$ cat config.mk
export PLATFORM = sky130hd
export DESIGN_NAME = nor_cmd_engine
export DESIGN_NICKNAME = d
export VERILOG_FILES = /design/src/rtl/nor_cmd_pkg.sv /design/src/rtl/nor_seq_fsm.sv /design/src/rtl/nor_cell_array.sv /design/src/rtl/nor_status_path.sv /design/src/rtl/nor_cmd_engine.sv
export SDC_FILE = /design/constraint.sdc
export NUM_CORES = 1
export LEC_CHECK = 0
export BUFFER_PORTS_ARGS = -buffer_cell sky130_fd_sc_hd__clkbuf_2
export CORE_ASPECT_RATIO = 0.7
export CORE_MARGIN = 2
export CORE_UTILIZATION = 35
export CTS_CLUSTER_SIZE = 24
export DETAILED_ROUTE_END_ITERATION = 16
export SLEW_MARGIN = 20
export SYNTH_ARGS = -nofsm -noshare
export SYNTH_HDL_FRONTEND = slang
export SYNTH_SLANG_ARGS = --single-unit
$ cat constraint.sdc
create_clock -name clk -period 3.1 [get_ports clk]
set_input_delay 0.31 -clock clk [delete_from_list [all_inputs] [get_ports clk]]
set_output_delay 0.31 -clock clk [all_outputs]
set_load 0.1 [all_outputs]
$ cat src/rtl/nor_cmd_pkg.sv
package nor_cmd_pkg;

   typedef enum logic [3:0] {
      ST_READ,
      ST_UNL1,
      ST_UNL2,
      ST_PGM,
      ST_BYP,
      ST_BYP_PGM,
      ST_BYP_RST,
      ST_SEC_X,
      ST_BUSY
   } seq_state_t;

   localparam logic [7:0]  CMD_UNL1    = 8'hAA;
   localparam logic [7:0]  CMD_UNL2    = 8'h55;
   localparam logic [7:0]  CMD_PGM     = 8'hA0;
   localparam logic [7:0]  CMD_BYP_IN  = 8'h20;
   localparam logic [7:0]  CMD_SEC_IN  = 8'h88;
   localparam logic [7:0]  CMD_SEC_OUT = 8'h90;
   localparam logic [7:0]  CMD_SEC_END = 8'h00;
   localparam logic [7:0]  CMD_BRST1   = 8'h90;
   localparam logic [7:0]  CMD_BRST2   = 8'hF0;
   localparam logic [11:0] ADR_UNL1    = 12'h555;
   localparam logic [11:0] ADR_UNL2    = 12'h2AA;

endpackage

$ cat src/rtl/nor_seq_fsm.sv
module nor_seq_fsm
   import nor_cmd_pkg::*;
#(
   parameter int AW       = 16,
   parameter int IDXW     = 4,
   parameter int PROG_CYC = 24
) (
   input  logic            clk,
   input  logic            rst_n,
   input  logic            wr_evt,
   input  logic [AW-1:0]   addr,
   input  logic [7:0]      din,
   output logic            busy,
   output logic            sec_sel,
   output logic            launch,
   output logic            commit,
   output logic [IDXW-1:0] pgm_idx,
   output logic [7:0]      pgm_data
);

   localparam int            CW       = $clog2(PROG_CYC + 1);
   localparam logic [CW-1:0] CNT_LOAD = CW'(PROG_CYC - 1);

   seq_state_t    st_q, st_d;
   logic          sec_q, sec_d;
   logic          ret_q, ret_d;
   logic [CW-1:0] cnt_q, cnt_d;
   logic          at_a1, at_a2;

   assign at_a1   = (addr == AW'(ADR_UNL1));
   assign at_a2   = (addr == AW'(ADR_UNL2));
   assign busy    = (st_q == ST_BUSY);
   assign commit  = busy && (cnt_q == '0);
   assign launch  = wr_evt && ((st_q == ST_PGM) || (st_q == ST_BYP_PGM));
   assign sec_sel = sec_q;

   always_comb begin
      st_d  = st_q;
      sec_d = sec_q;
      ret_d = ret_q;
      cnt_d = cnt_q;
      if (launch) begin
         st_d  = ST_BUSY;
         cnt_d = CNT_LOAD;
         ret_d = (st_q == ST_BYP_PGM);
      end else if (busy) begin
         if (cnt_q == '0) st_d = ret_q ? ST_BYP : ST_READ;
         else             cnt_d = cnt_q - 1'b1;
      end else if (wr_evt) begin
         case (st_q)
            ST_READ: st_d = (at_a1 && din == CMD_UNL1) ? ST_UNL1 : ST_READ;
            ST_UNL1: st_d = (at_a2 && din == CMD_UNL2) ? ST_UNL2 : ST_READ;
            ST_UNL2: begin
               st_d = ST_READ;
               if (at_a1) begin
                  case (din)
                     CMD_PGM:     st_d = ST_PGM;
                     CMD_BYP_IN:  st_d = sec_q ? ST_READ : ST_BYP;
                     CMD_SEC_IN:  sec_d = 1'b1;
                     CMD_SEC_OUT: st_d = ST_SEC_X;
                     default:     st_d = ST_READ;
                  endcase
               end
            end
            ST_SEC_X: begin
               st_d = ST_READ;
               if (din == CMD_SEC_END) sec_d = 1'b0;
            end
            ST_BYP: begin
               if (din == CMD_PGM)        st_d = ST_BYP_PGM;
               else if (din == CMD_BRST1) st_d = ST_BYP_RST;
            end
            ST_BYP_RST: st_d = (din == CMD_BRST2) ? ST_READ : ST_BYP;
            default:    st_d = ST_READ;
         endcase
      end
   end

   always_ff @(posedge clk or negedge rst_n) begin
      if (!rst_n) begin
         st_q     <= ST_READ;
         sec_q    <= 1'b0;
         ret_q    <= 1'b0;
         cnt_q    <= '0;
         pgm_idx  <= '0;
         pgm_data <= '0;
      end else begin
         st_q  <= st_d;
         sec_q <= sec_d;
         ret_q <= ret_d;
         cnt_q <= cnt_d;
         if (launch) begin
            pgm_idx  <= addr[IDXW-1:0];
            pgm_data <= din;
         end
      end
   end

endmodule

$ cat src/rtl/nor_cell_array.sv
module nor_cell_array #(
   parameter int         DEPTH   = 16,
   parameter int         IDXW    = 4,
   parameter logic [7:0] SN_BASE = 8'h3C,
   parameter logic [7:0] SN_STEP = 8'h59
) (
   input  logic               clk,
   input  logic               rst_n,
   input  logic               commit,
   input  logic [IDXW-1:0]    pgm_idx,
   input  logic [7:0]         pgm_data,
   input  logic [IDXW-1:0]    rd_idx,
   input  logic [3:0]         sn_idx,
   output logic [7:0]         arr_word,
   output logic [7:0]         sn_word,
   output logic [DEPTH*8-1:0] cells_flat
);

   logic [DEPTH-1:0][7:0] cells_q;

   always_ff @(posedge clk or negedge rst_n) begin
      if (!rst_n) begin
         cells_q <= '1;
      end else if (commit) begin
         for (int i = 0; i < DEPTH; i++) begin
            if (pgm_idx == IDXW'(i)) cells_q[i] <= cells_q[i] & pgm_data;
         end
      end
   end

   assign arr_word   = cells_q[rd_idx];
   assign sn_word    = SN_BASE + ({4'b0000, sn_idx} * SN_STEP);
   assign cells_flat = cells_q;

endmodule

$ cat src/rtl/nor_status_path.sv
module nor_status_path #(
   parameter bit ERR_FLAG_EN = 1'b1
) (
   input  logic       clk,
   input  logic       rst_n,
   input  logic       rd_act,
   input  logic       busy,
   input  logic       sec_sel,
   input  logic       launch,
   input  logic       err_hit,
   input  logic       pgm_d7,
   input  logic [7:0] arr_word,
   input  logic [7:0] sn_word,
   output logic [7:0] dout,
   output logic       tog,
   output logic       rd_end
);

   logic rd_q;
   logic err;

   assign rd_end = rd_q && !rd_act;

   always_ff @(posedge clk or negedge rst_n) begin
      if (!rst_n) begin
         rd_q <= 1'b0;
         tog  <= 1'b0;
      end else begin
         rd_q <= rd_act;
         if (busy && rd_end) tog <= ~tog;
      end
   end

   if (ERR_FLAG_EN) begin : g_err_flag
      logic err_q;
      always_ff @(posedge clk or negedge rst_n) begin
         if (!rst_n)      err_q <= 1'b0;
         else if (launch) err_q <= err_hit;
      end
      assign err = err_q;
   end else begin : g_no_err_flag
      assign err = 1'b0;
   end

   always_comb begin
      if (!rd_act)     dout = 8'h00;
      else if (busy)   dout = {~pgm_d7, tog, err, 5'b00000};
      else if (sec_sel) dout = sn_word;
      else             dout = arr_word;
   end

endmodule

$ cat src/rtl/nor_cmd_engine.sv
module nor_cmd_engine #(
   parameter int         AW          = 16,
   parameter int         DEPTH       = 16,
   parameter int         PROG_CYC    = 24,
   parameter logic [7:0] SN_BASE     = 8'h3C,
   parameter logic [7:0] SN_STEP     = 8'h59,
   parameter bit         ERR_FLAG_EN = 1'b1
) (
   input  logic          clk,
   input  logic          rst_n,
   input  logic          ce_n,
   input  logic          we_n,
   input  logic          oe_n,
   input  logic [AW-1:0] addr,
   input  logic [7:0]    din,
   output logic [7:0]    dout,
   output logic          ready
);

   localparam int IDXW = $clog2(DEPTH);

   if (AW < 12) begin : g_chk_aw
      $error("nor_cmd_engine: AW must cover the unlock addresses");
   end
   if (DEPTH < 2 || (1 << IDXW) != DEPTH || DEPTH > 4096) begin : g_chk_depth
      $error("nor_cmd_engine: DEPTH must be a power of two from 2 to 4096");
   end
   if (PROG_CYC < 1) begin : g_chk_prog
      $error("nor_cmd_engine: PROG_CYC must be at least 1");
   end

   logic               we_q;
   logic               wr_evt;
   logic               rd_act;
   logic               busy, sec_sel, launch, commit;
   logic [IDXW-1:0]    pgm_idx;
   logic [7:0]         pgm_data;
   logic [7:0]         arr_word, sn_word;
   logic [DEPTH*8-1:0] cells_flat;
   logic               err_hit;
   logic               tog_bit, rd_end;

   always_ff @(posedge clk or negedge rst_n) begin
      if (!rst_n) we_q <= 1'b1;
      else        we_q <= we_n;
   end

   assign wr_evt  = !ce_n && !we_n && we_q;
   assign rd_act  = !ce_n && !oe_n;
   assign ready   = !busy;
   assign err_hit = |(din & ~arr_word);

   nor_seq_fsm #(.AW(AW), .IDXW(IDXW), .PROG_CYC(PROG_CYC)) seq_i (
      .clk(clk), .rst_n(rst_n), .wr_evt(wr_evt), .addr(addr), .din(din),
      .busy(busy), .sec_sel(sec_sel), .launch(launch), .commit(commit),
      .pgm_idx(pgm_idx), .pgm_data(pgm_data)
   );

   nor_cell_array #(.DEPTH(DEPTH), .IDXW(IDXW), .SN_BASE(SN_BASE), .SN_STEP(SN_STEP)) arr_i (
      .clk(clk), .rst_n(rst_n), .commit(commit), .pgm_idx(pgm_idx),
      .pgm_data(pgm_data), .rd_idx(addr[IDXW-1:0]), .sn_idx(addr[3:0]),
      .arr_word(arr_word), .sn_word(sn_word), .cells_flat(cells_flat)
   );

   nor_status_path #(.ERR_FLAG_EN(ERR_FLAG_EN)) stat_i (
      .clk(clk), .rst_n(rst_n), .rd_act(rd_act), .busy(busy),
      .sec_sel(sec_sel), .launch(launch), .err_hit(err_hit),
      .pgm_d7(pgm_data[7]), .arr_word(arr_word), .sn_word(sn_word),
      .dout(dout), .tog(tog_bit), .rd_end(rd_end)
   );

endmodule

==> results of run 1 <==
[worst paths after layout]
kind | to | slack [ns] | from
max | dout[6] | 0.12 | addr[1]
min | stat_i.rd_q$_DFF_PN0_ | 0.17 | oe_n
max reg2reg | arr_i.cells_flat[105]$_DFFE_PN1P_ | 0.57 | seq_i.cnt_q[0]$_DFFE_PN0P_
min reg2reg | arr_i.cells_flat[113]$_DFFE_PN1P_ | 0.45 | arr_i.cells_flat[113]$_DFFE_PN1P_
max in group asynchronous | arr_i.cells_flat[27]$_DFFE_PN1P_ | 1.71 | rst_n
min in group asynchronous | seq_i.cnt_q[4]$_DFFE_PN0P_ | 0.55 | rst_n
[per-stage QoR]
step                      cells  util (%)  instance area [µm²]
after global routing        946      42.4                 8860
after CTS                   946      42.4                 8860
after global placement      914      39.5                 8260
after floorplan             611         -                 7610
final                       946      42.4                 8860
after detailed placement    914      39.5                 8260
[state kept, by name (all words and copies together), names as in the netlist]
name	flops
we_q	1
seq_i.pgm_idx	4
seq_i.st_q	4
seq_i.pgm_data	8
stat_i.err	1
stat_i.tog	1
stat_i.rd_q	1
seq_i.ret_q	1
arr_i.cells_flat	128
seq_i.sec_sel	1
seq_i.cnt_q	5
[timing repair]
| item | 4_1_cts | 5_1_grt |
|---|---|---|
| buffers inserted | 0 | 0 |
| resized for setup | 0 | 1 |
| endpoints found under the hold margin | 6 | 0 |
| hold buffers | 2 | 0 |
| setup endpoints to repair | 0 | 1 |
[Yosys cell counts (all sizes together) (4+ instances only)]
cell	count	share of area, %
a32oi	5	0.58
inv	15	0.75
mux4	26	8.2
ha	13	2.2
buf	20	1.6
nor2b	9	0.75
a21oi	11	0.73
mux2i	11	1.5
o21a	128	13
nand3	9	0.60
nand2	55	2.7
mux2	9	1.3
nand4	5	0.42
and3	5	0.42
nor2	21	1.1
nor3	6	0.40
a22oi	4	0.40
xnor2	7	0.81
clkbuf	14	0.70
o21ai	21	1.4
dfrtp	26	8.6
nor4	5	0.42
a211oi	6	0.67
xor2	5	0.58
dfstp	129	45
[per-layer routing]
layer / routed length, µm / share of wire (%) / up-vias / track usage, %
met3: 926 / 4.5 / 20 / 3.45
met2: 8880 / 43 / 149 / 27.5
li1: - / - / 2345 / -
met4: 209 / 1.0 / 0 / 4.46
met5: 0 / 0 / - / 0
met1: 10500 / 51 / 2750 / 29.8
[report_power, final]
| part | total [µW] | leakage (µW) | switching, µW | internal (µW) |
|---|---|---|---|---|
| registers | 2030 | 0.00166 | 0.318 | 2030 |
| logic | 405 | 0.00153 | 257 | 147 |
| clock network | 2050 | 0.000284 | 788 | 1260 |
[cell families after synthesis]
kind of cell,Yosys count,share of synthesized area [%]
muxes,46,11.0
xor gates and xnor gates,12,1.40
adders and majority gates,15,2.69
DFF,155,53.7
buffers and inverters,51,3.18
and+or+nand+nor,134,8.95
AOI/OAI and AO/OA,198,19.1
[area by class of cell]
cell class / count / area (µm²)
Fill cell: 1947 / 12100
Multi-Input combinational cell: 405 / 3310
Timing Repair Buffer: 63 / 524
Inverter: 17 / 66.3
Clock buffer: 23 / 489
Tap cell: 276 / 345
Sequential cell: 155 / 4040
Clock inverter: 7 / 88.8
[worst max-delay path: stages]
cell,delay (ns)
clkbuf_2,0.11
inv_4,0.06
ha_4,0.24
fa_1,0.51
inv_1,0.06
ha_2,0.19
fa_1,0.44
xnor2_1,0.15
nand2_1,0.07
o211ai_1,0.11
a21boi_2,0.22
buf_12,0.20
==> impl_metrics.env, run 1 <==
export IMPL_nNetsFinal=703
export IMPL_p_leak_uw=0.00347
export IMPL_ys_ff_latch=155
export IMPL_cts_tree="yes"
export IMPL_rows=44
export IMPL_drt_total_wl_um=20600
export IMPL_final_common_cell="dfstp_2"
export IMPL_die_h_um=127
export IMPL_dp_hpwl_um=14800
export IMPL_fin_ws_ns=0.123
export IMPL_min_period_ns=2.98
export IMPL_die_w_um=179
export IMPL_critPathKind="in -> out"
export IMPL_peakVddDrop_mv=0.343
export IMPL_root_buffer="clkbuf_16"
export IMPL_cp_start_kind="input pin"
export IMPL_tightest_slew_ns=0.830
export IMPL_yosys_warnings=0
export IMPL_clock_sinks=155
export IMPL_core_um2=20900
export IMPL_preCtsSetupSlack_ns=0.0505
export IMPL_grt_first_pass_wirelength_um=32500
export IMPL_die_area_um2=22700
export IMPL_hold_slack_ns=0.170
export IMPL_dr_pass1_iters=5
export IMPL_status="finished, final reports clean"
export IMPL_synth_async_reset_ratio_pct=100
export IMPL_overflow=0
export IMPL_avgRoutedWirePerCell_um=21.7
export IMPL_viasPerCell=5.56
export IMPL_numCtsBuffers=17
export IMPL_finalHoldViolations=0
export IMPL_drive_gt1_share_pct=39.3
export IMPL_fmaxAchievable_ghz=0.336
export IMPL_clk_latency_ns=0.42
export IMPL_syn2layout_area_growth_pct=17.8
export IMPL_grt_usage_pct=19.2
export IMPL_drt_iter0_drc=367
export IMPL_synthCells=611
export IMPL_synth_edf_count=0
export IMPL_initial_core_util_pct=36.0
export IMPL_ys_seq_area_share_pct=53.7
export IMPL_grt_max_degree=87
export IMPL_h_tree_depth=4
export IMPL_diodes=0
export IMPL_critPathCaptureType="output port"
export IMPL_path_clk_slew_ns=0.06
export IMPL_grt_pass1_vias=5516
export IMPL_synth_main_ff_cell="dfstp_2"
export IMPL_rsz0062_at_grt="false"
export IMPL_p_per_area_nw_per_um2=507
export IMPL_drv_slew=0
export IMPL_num_io_pins=38
export IMPL_num_vias=5264
export IMPL_syn_num_nets=655
export IMPL_ant_nets=0
export IMPL_worst_path_max_fanout=3
export IMPL_syn_cell_area_um2=7520
export IMPL_gp_congestion=0.908
export IMPL_synth_area_per_cell_um2=12.3
export IMPL_fin_setup_tns_ns=0
export IMPL_cts_max_path_buffers=2
export IMPL_min_path_cells=2
export IMPL_drc=0
export IMPL_finClkSkew_ns=0.0172
export IMPL_port_buffers=37
export IMPL_crit_required_ns=2.79
export IMPL_fin_total_pwr_uw=4490
export IMPL_finalSetupViolCount=0
export IMPL_drv_cap=0
export IMPL_hold_class="in -> reg"
export IMPL_mostFrequentLayoutCells="dfstp_2 (129), o21a_1 (128), nand2_1 (55)"
export IMPL_period_share_pct=96.0
export IMPL_synth_cell_types=64
export IMPL_antenna_found_initial=0
export IMPL_r2r_cells=8
export IMPL_critPathArrivalTime_ns=2.67
export IMPL_slew_headroom_pct=44.1
Note: power is estimated with default switching activity, not from simulation.
==> inputs of run 2 (changes only) <==
ABC_AREA = 1   (was not set)
==> run 2 against run 1 <==
  * Critical path depth is 1 higher
  * First-iteration DRC count is 80% higher
  * Setup slack better by 0.025 ns
  * Combinational power is 150% higher
  * Via count is 23% higher
  * Flip-flop and latch count stayed put
  * Clock-buffer cell count fell by 1
  * Sequential share of layout area decreased by 2.1 points
  * Global-route usage barely moved
  * Clock skew is 0.0089 ns lower
==> impl_metrics.env, run 2 <==
export IMPL_slew_headroom_pct=45.2
export IMPL_preCtsSetupSlack_ns=0.118
export IMPL_syn2layout_area_growth_pct=16.7
export IMPL_finalHoldViolations=0
export IMPL_critPathKind="in -> out"
export IMPL_finalSetupViolCount=0
export IMPL_reg2reg_slack_ns=0.67
export IMPL_cp_common_cell="inv_1"
export IMPL_grt_usage_pct=19.2
export IMPL_yosys_area_top_type="dfstp_2"
export IMPL_post_cts_buffers=0
export IMPL_switchingPower_uw=1670
export IMPL_ant_nets=0
export IMPL_internal_power_uw=3550
export IMPL_yosys_warnings=0
export IMPL_fin_setup_tns_ns=0
export IMPL_overflow=0
export IMPL_syn_cell_area_um2=7960
export IMPL_fmaxAchievable_ghz=0.339
export IMPL_utilization_pct=41.3
export IMPL_port_buffers=37
export IMPL_yosysTopAreaCellShare_pct=42.6
export IMPL_post_cts_resized=0
export IMPL_seqPwrFrac_pct=42.1
export IMPL_tightest_slew_ns=0.822
export IMPL_grt_max_degree=91
export IMPL_ys_seq_area_share_pct=50.8
export IMPL_worstPathCellList="clkbuf_2, inv_1, ha_1, inv_1, fa_1, inv_1, ha_2, fa_2, xnor2_1, o21ai_1, a21oi_2, a211oi_4, buf_12"
export IMPL_dp_hpwl_um=14300
export IMPL_peakVddDrop_mv=0.464
export IMPL_largest_reg_flops=128
export IMPL_comb_power_share_pct=19.3
export IMPL_rsz0062_at_grt="false"
export IMPL_drc=0
export IMPL_drt_total_wl_um=21700
export IMPL_hold_class="in -> reg"
export IMPL_finClkSkew_ns=0.00828
export IMPL_synth_main_ff_cell="dfstp_2"
export IMPL_synth_common_cells="nand2_1 (220), inv_1 (174), dfstp_2 (129), a21oi_1 (127), nand3_1 (105)"
export IMPL_avgRoutedWirePerCell_um=16.4
export IMPL_worst_path_max_fanout=3
export IMPL_h_tree_depth=4
export IMPL_diodes=0
export IMPL_worst_path_buf_inv=5
export IMPL_drive_gt1_share_pct=23.6
export IMPL_critPathArrivalTime_ns=2.64
export IMPL_p_leak_uw=0.00425
export IMPL_ys_ff_latch=155
export IMPL_synth_most_common_cell="nand2_1"
export IMPL_r2r_cells=6
export IMPL_syn_num_nets=1009
export IMPL_fin_total_pwr_uw=5220
export IMPL_stdcell_area_um2=9280
export IMPL_synth_edf_count=0
export IMPL_dr_pass1_iters=5
export IMPL_rr_endpoint="arr_i.cells_flat[83]$_DFFE_PN1P_"
export IMPL_clk_latency_ns=0.43
export IMPL_mostFrequentLayoutCells="nand2_1 (220), inv_1 (174), dfstp_2 (129)"
export IMPL_path_clk_slew_ns=0.06
export IMPL_core_um2=22500
export IMPL_period_share_pct=95.2
export IMPL_grt_pass1_vias=6041
export IMPL_fin_ws_ns=0.148
export IMPL_drv_slew=0
export IMPL_gp_congestion=0.921
export IMPL_grt_first_pass_wirelength_um=34700
export IMPL_die_h_um=130
export IMPL_min_to="stat_i.rd_q$_DFF_PN0_"
export IMPL_cts_tree="yes"
export IMPL_num_vias=6455
export IMPL_synth_cell_types=34
export IMPL_viasPerCell=4.87
export IMPL_nNetsFinal=1045
export IMPL_drt_iter0_drc=659
export IMPL_switching_share_pct=31.9
export IMPL_num_io_pins=38
export IMPL_synth_area_per_cell_um2=8.24
export IMPL_p_clk_share_pct=38.5
export IMPL_placed_area_um2=8700
export IMPL_min_period_ns=2.95
export IMPL_antenna_found_initial=0
export IMPL_crit_required_ns=2.79
export IMPL_final_common_cell="nand2_1"
export IMPL_min_path_cells=2
export IMPL_p_per_area_nw_per_um2=562
export IMPL_drv_cap=0
export IMPL_synth_async_reset_ratio_pct=100
export IMPL_status="finished, final reports clean"
export IMPL_critPathCaptureType="output port"
export IMPL_min_delay_start="oe_n"
export IMPL_numCtsBuffers=17
export IMPL_synthCells=965
export IMPL_n_fill_cell=2244
export IMPL_cts_hold_buf=2
export IMPL_die_area_um2=24000
export IMPL_initial_core_util_pct=35.4
export IMPL_root_buffer="clkbuf_16"
export IMPL_synth_area_leaders="dfstp_2 (43%), nand2_1 (10%), inv_1 (8.2%), dfrtp_1 (8.2%), a21oi_1 (8.0%)"
export IMPL_rows=46
export IMPL_die_w_um=184
export IMPL_cts_max_path_buffers=2
export IMPL_cp_start_kind="input pin"
export IMPL_slowest_delay_ns=0.50
export IMPL_clock_sinks=155
export IMPL_r2r_start="seq_i.st_q[0]$_DFFE_PN0P_"
export IMPL_cpMaxStageDelayCell="fa_1"
export IMPL_cp_top_family="adder cells"
run 2: cell count changes after synthesis, moves of 10 or more:
cell	change
nand2_1	+165
o21ai_0	+10
o211ai_1	+11
nand3_1	+96
mux4_2	-18
clkbuf_1	+14
mux2i_1	-11
a21oi_1	+116
inv_1	+161
nor3_4	+11
o21a_1	-128
run 2: cells by family after synthesis:
logic type | share of synthesized area [%]
AOI/OAI and AO/OA | 12.9
xor gates and xnor gates | 0.771
adders and majority gates | 2.55
buffers and inverters | 10.3
DFF | 50.8
and+or+nand+nor | 22.7
run 2: worst max-delay path by stage:
stage | from | end | slack, ns | cells past startpoint
final | addr[3] | dout[6] | 0.15 | 13
after global routing | addr[3] | dout[6] | 0.03 | 13
after CTS | addr[3] | dout[6] | 0.12 | 13
after detailed placement | addr[3] | dout[6] | 0.12 | 13
after global placement | addr[3] | dout[6] | 0.16 | 13
after floorplan | addr[1] | dout[6] | -0.26 | 12
run 2: power by group through the flow:
stage	clock, µW	sequential (µW)	combinational, µW
final	2010	2200	1010
after global routing	2120	2210	1110
after CTS	2050	2190	1010
after detailed placement	0	2220	999
after global placement	0	2220	987
after floorplan	0	2210	658
run 2: layer usage:
layer | part of all wire, % | routed length, µm | up-vias | track usage (%)
met3 | 6.8 | 1480 | 16 | 3.88
li1 | - | - | 3164 | -
met1 | 52 | 11200 | 3093 | 30.5
met2 | 40 | 8780 | 182 | 26.1
met5 | 0 | 0 | - | 0
met4 | 1.0 | 225 | 0 | 4.80
run 2: cell type report:
class | count | area [µm²] | area share, %
inverter | 178 | 682 | 7.35
tap | 312 | 390 | 4.20
multi-input combinational | 595 | 3140 | 33.8
sequential | 155 | 4040 | 43.5
timing repair buffer | 54 | 469 | 5.05
clock inverter | 10 | 91.3 | 0.984
clock buffer | 22 | 474 | 5.11
run 2: metrics by stage:
stage / cells / hold slack, ns
4_1_cts: 1326 / 0.145
5_1_grt: 1326 / 0.168
3_5_place_dp: 1292 / 0.418
6_report: 1326 / 0.166
2_1_floorplan: 965 / 0.0144
3_3_place_gp: 1292 / 0.416
run 2: worst register-to-register path, cell delays in order (launching register included):
cell and delay [ns]:
dfrtp_1 0.44, nor2_1 0.23, inv_2 0.09, nor3_4 0.17, nand4_4 0.43, nor3_2 0.76
a21boi_0 0.20
==> inputs of run 3 (changes only) <==
CELL_PAD_IN_SITES_DETAIL_PLACEMENT = 0   (was not set)
CELL_PAD_IN_SITES_GLOBAL_PLACEMENT = 1   (was not set)
PLACE_DENSITY_LB_ADDON = 0.1   (was not set)
==> run 3 against run 2 <==
  * Global-route usage is 2.1 points higher
  * Clock skew hardly changed
  * Flip-flop and latch count stayed put
  * Clock power is 13% higher
  * Largest cell class unchanged
  * Highest routed layer unchanged
==> impl_metrics.env, run 3 (same netlist as run 2, synthesis figures left out) <==
export IMPL_drv_cap=0
export IMPL_diodes=0
export IMPL_status="finished, final reports clean"
export IMPL_placed_area_um2=8710
export IMPL_mostFrequentLayoutCells="nand2_1 (220), inv_1 (173), dfstp_2 (129)"
export IMPL_min_period_ns=2.93
export IMPL_critPathKind="in -> out"
export IMPL_cts_max_path_buffers=2
export IMPL_register_area_um2=4040
export IMPL_core_um2=22500
export IMPL_finalSetupViolCount=0
export IMPL_num_vias=6339
export IMPL_num_io_pins=38
export IMPL_root_buffer="clkbuf_16"
export IMPL_min_delay_start="oe_n"
export IMPL_path_clk_slew_ns=0.06
export IMPL_h_tree_depth=4
export IMPL_critPathArrivalTime_ns=2.62
export IMPL_viasPerCell=4.77
export IMPL_finalHoldViolations=0
export IMPL_drv_slew=0
export IMPL_rows=46
export IMPL_cpMaxStageDelayCell="fa_1"
export IMPL_grt_pass1_vias=6164
export IMPL_final_common_cell="nand2_1"
export IMPL_ant_nets=0
export IMPL_p_per_area_nw_per_um2=587
export IMPL_r2r_cells=6
export IMPL_avgRoutedWirePerCell_um=18.2
export IMPL_worstPathCellList="clkbuf_2, clkinv_8, ha_4, fa_1, inv_1, ha_2, fa_2, xnor2_1, o21ai_1, a21oi_2, a211oi_4, buf_12"
export IMPL_min_path_cells=2
export IMPL_stdcell_area_um2=9360
export IMPL_slew_headroom_pct=40.5
export IMPL_nNetsFinal=1048
export IMPL_antenna_found_initial=0
export IMPL_overflow=0
export IMPL_largest_reg_flops=128
export IMPL_hold_slack_ns=0.146
export IMPL_fmaxAchievable_ghz=0.342
export IMPL_peakVddDrop_mv=0.387
export IMPL_tightest_slew_ns=0.884
export IMPL_critPathCaptureType="output port"
export IMPL_worst_path_max_fanout=3
export IMPL_slowest_delay_ns=0.47
export IMPL_dr_pass1_iters=5
export IMPL_drt_iter0_drc=381
export IMPL_r2r_start="seq_i.st_q[0]$_DFFE_PN0P_"
export IMPL_finClkSkew_ns=0.00850
export IMPL_drive_gt1_share_pct=23.7
export IMPL_drc=0
export IMPL_clock_sinks=155
export IMPL_die_h_um=130
export IMPL_numCtsBuffers=17
export IMPL_port_buffers=37
export IMPL_initial_core_util_pct=35.4
export IMPL_critPathLaunch="addr[1]"
export IMPL_crit_required_ns=2.79
export IMPL_p_leak_uw=0.00428
export IMPL_dp_hpwl_um=16200
export IMPL_hold_class="in -> reg"
export IMPL_n_fill_cell=2318
export IMPL_drt_total_wl_um=24200
export IMPL_clk_latency_ns=0.43
export IMPL_period_share_pct=94.4
export IMPL_syn2layout_area_growth_pct=17.6
export IMPL_cts_tree="yes"
export IMPL_multi_input_area_um2=3140
export IMPL_grt_max_degree=66
export IMPL_grt_usage_pct=21.2
export IMPL_die_w_um=184
export IMPL_rsz0062_at_grt="false"
export IMPL_cp_start_kind="input pin"
export IMPL_gp_congestion=0.796
export IMPL_die_area_um2=24000
export IMPL_grt_first_pass_wirelength_um=37300
## run 3: cell count changes in the layout (fill, tap and decap cells not counted), moves of 2 or more
cell       change
buf_4          +4
clkinv_4       -3
bufinv_16      +3
clkbuf_1       +2
## run 3: layer usage
metal / up-vias / track usage, % / wire, µm
met5: - / 0 / 0
met4: 0 / 5.93 / 309
met3: 25 / 4.07 / 1010
met2: 101 / 28.3 / 9500
met1: 3047 / 34.1 / 13400
li1: 3166 / - / -
## run 3: worst paths after layout
check / end / slack (ns)
max: dout[6] / 0.17
min: stat_i.rd_q$_DFF_PN0_ / 0.15
max reg2reg: arr_i.cells_flat[114]$_DFFE_PN1P_ / 0.57
min reg2reg: arr_i.cells_flat[119]$_DFFE_PN1P_ / 0.45
max in group asynchronous: arr_i.cells_flat[34]$_DFFE_PN1P_ / 1.77
min in group asynchronous: seq_i.sec_sel$_DFFE_PN0P_ / 0.44
## run 3: metrics by stage
stage               utilization (%)  setup slack [ns]  setup TNS (ns)  power [µW]  std cells
finish                         41.6             0.175               0        5490       1329
global route                   41.6            0.0329               0        5750       1329
CTS                            41.6             0.128               0        5560       1329
detailed placement             38.7             0.130               0        3250       1295
global placement               38.7             0.153               0        3250       1295
floorplan                         -            -0.255          -0.478        2860        965
## run 3: final cells by class
| class | count | share of cell area (%) |
|---|---|---|
| clock buffer | 25 | 5.29 |
| clock inverter | 7 | 1.44 |
| tap | 312 | 4.17 |
| multi-input combinational | 595 | 33.5 |
| timing repair buffer | 57 | 5.12 |
| sequential | 155 | 43.2 |
| inverter | 178 | 7.29 |
## run 3: critical path: cells and delay by family
kind | cells | cell delay, ns
XOR/XNOR | 1 | 0.13
adder cells (fa/ha/maj) | 4 | 1.19
AO/OA/AOI/OAI | 3 | 0.48
buffers and inverters | 4 | 0.49
## run 3: power by group
group,switching (µW),internal (µW)
registers,69.9,2130
logic,766,253
clock network,844,1430
## run 3: repair_timing
action / CTS / global route
hold endpoints to repair: 5 / 0
resized for setup: 0 / 1
setup endpoints to repair: 0 / 1
setup buffers: 0 / 0
hold buffers: 2 / 0
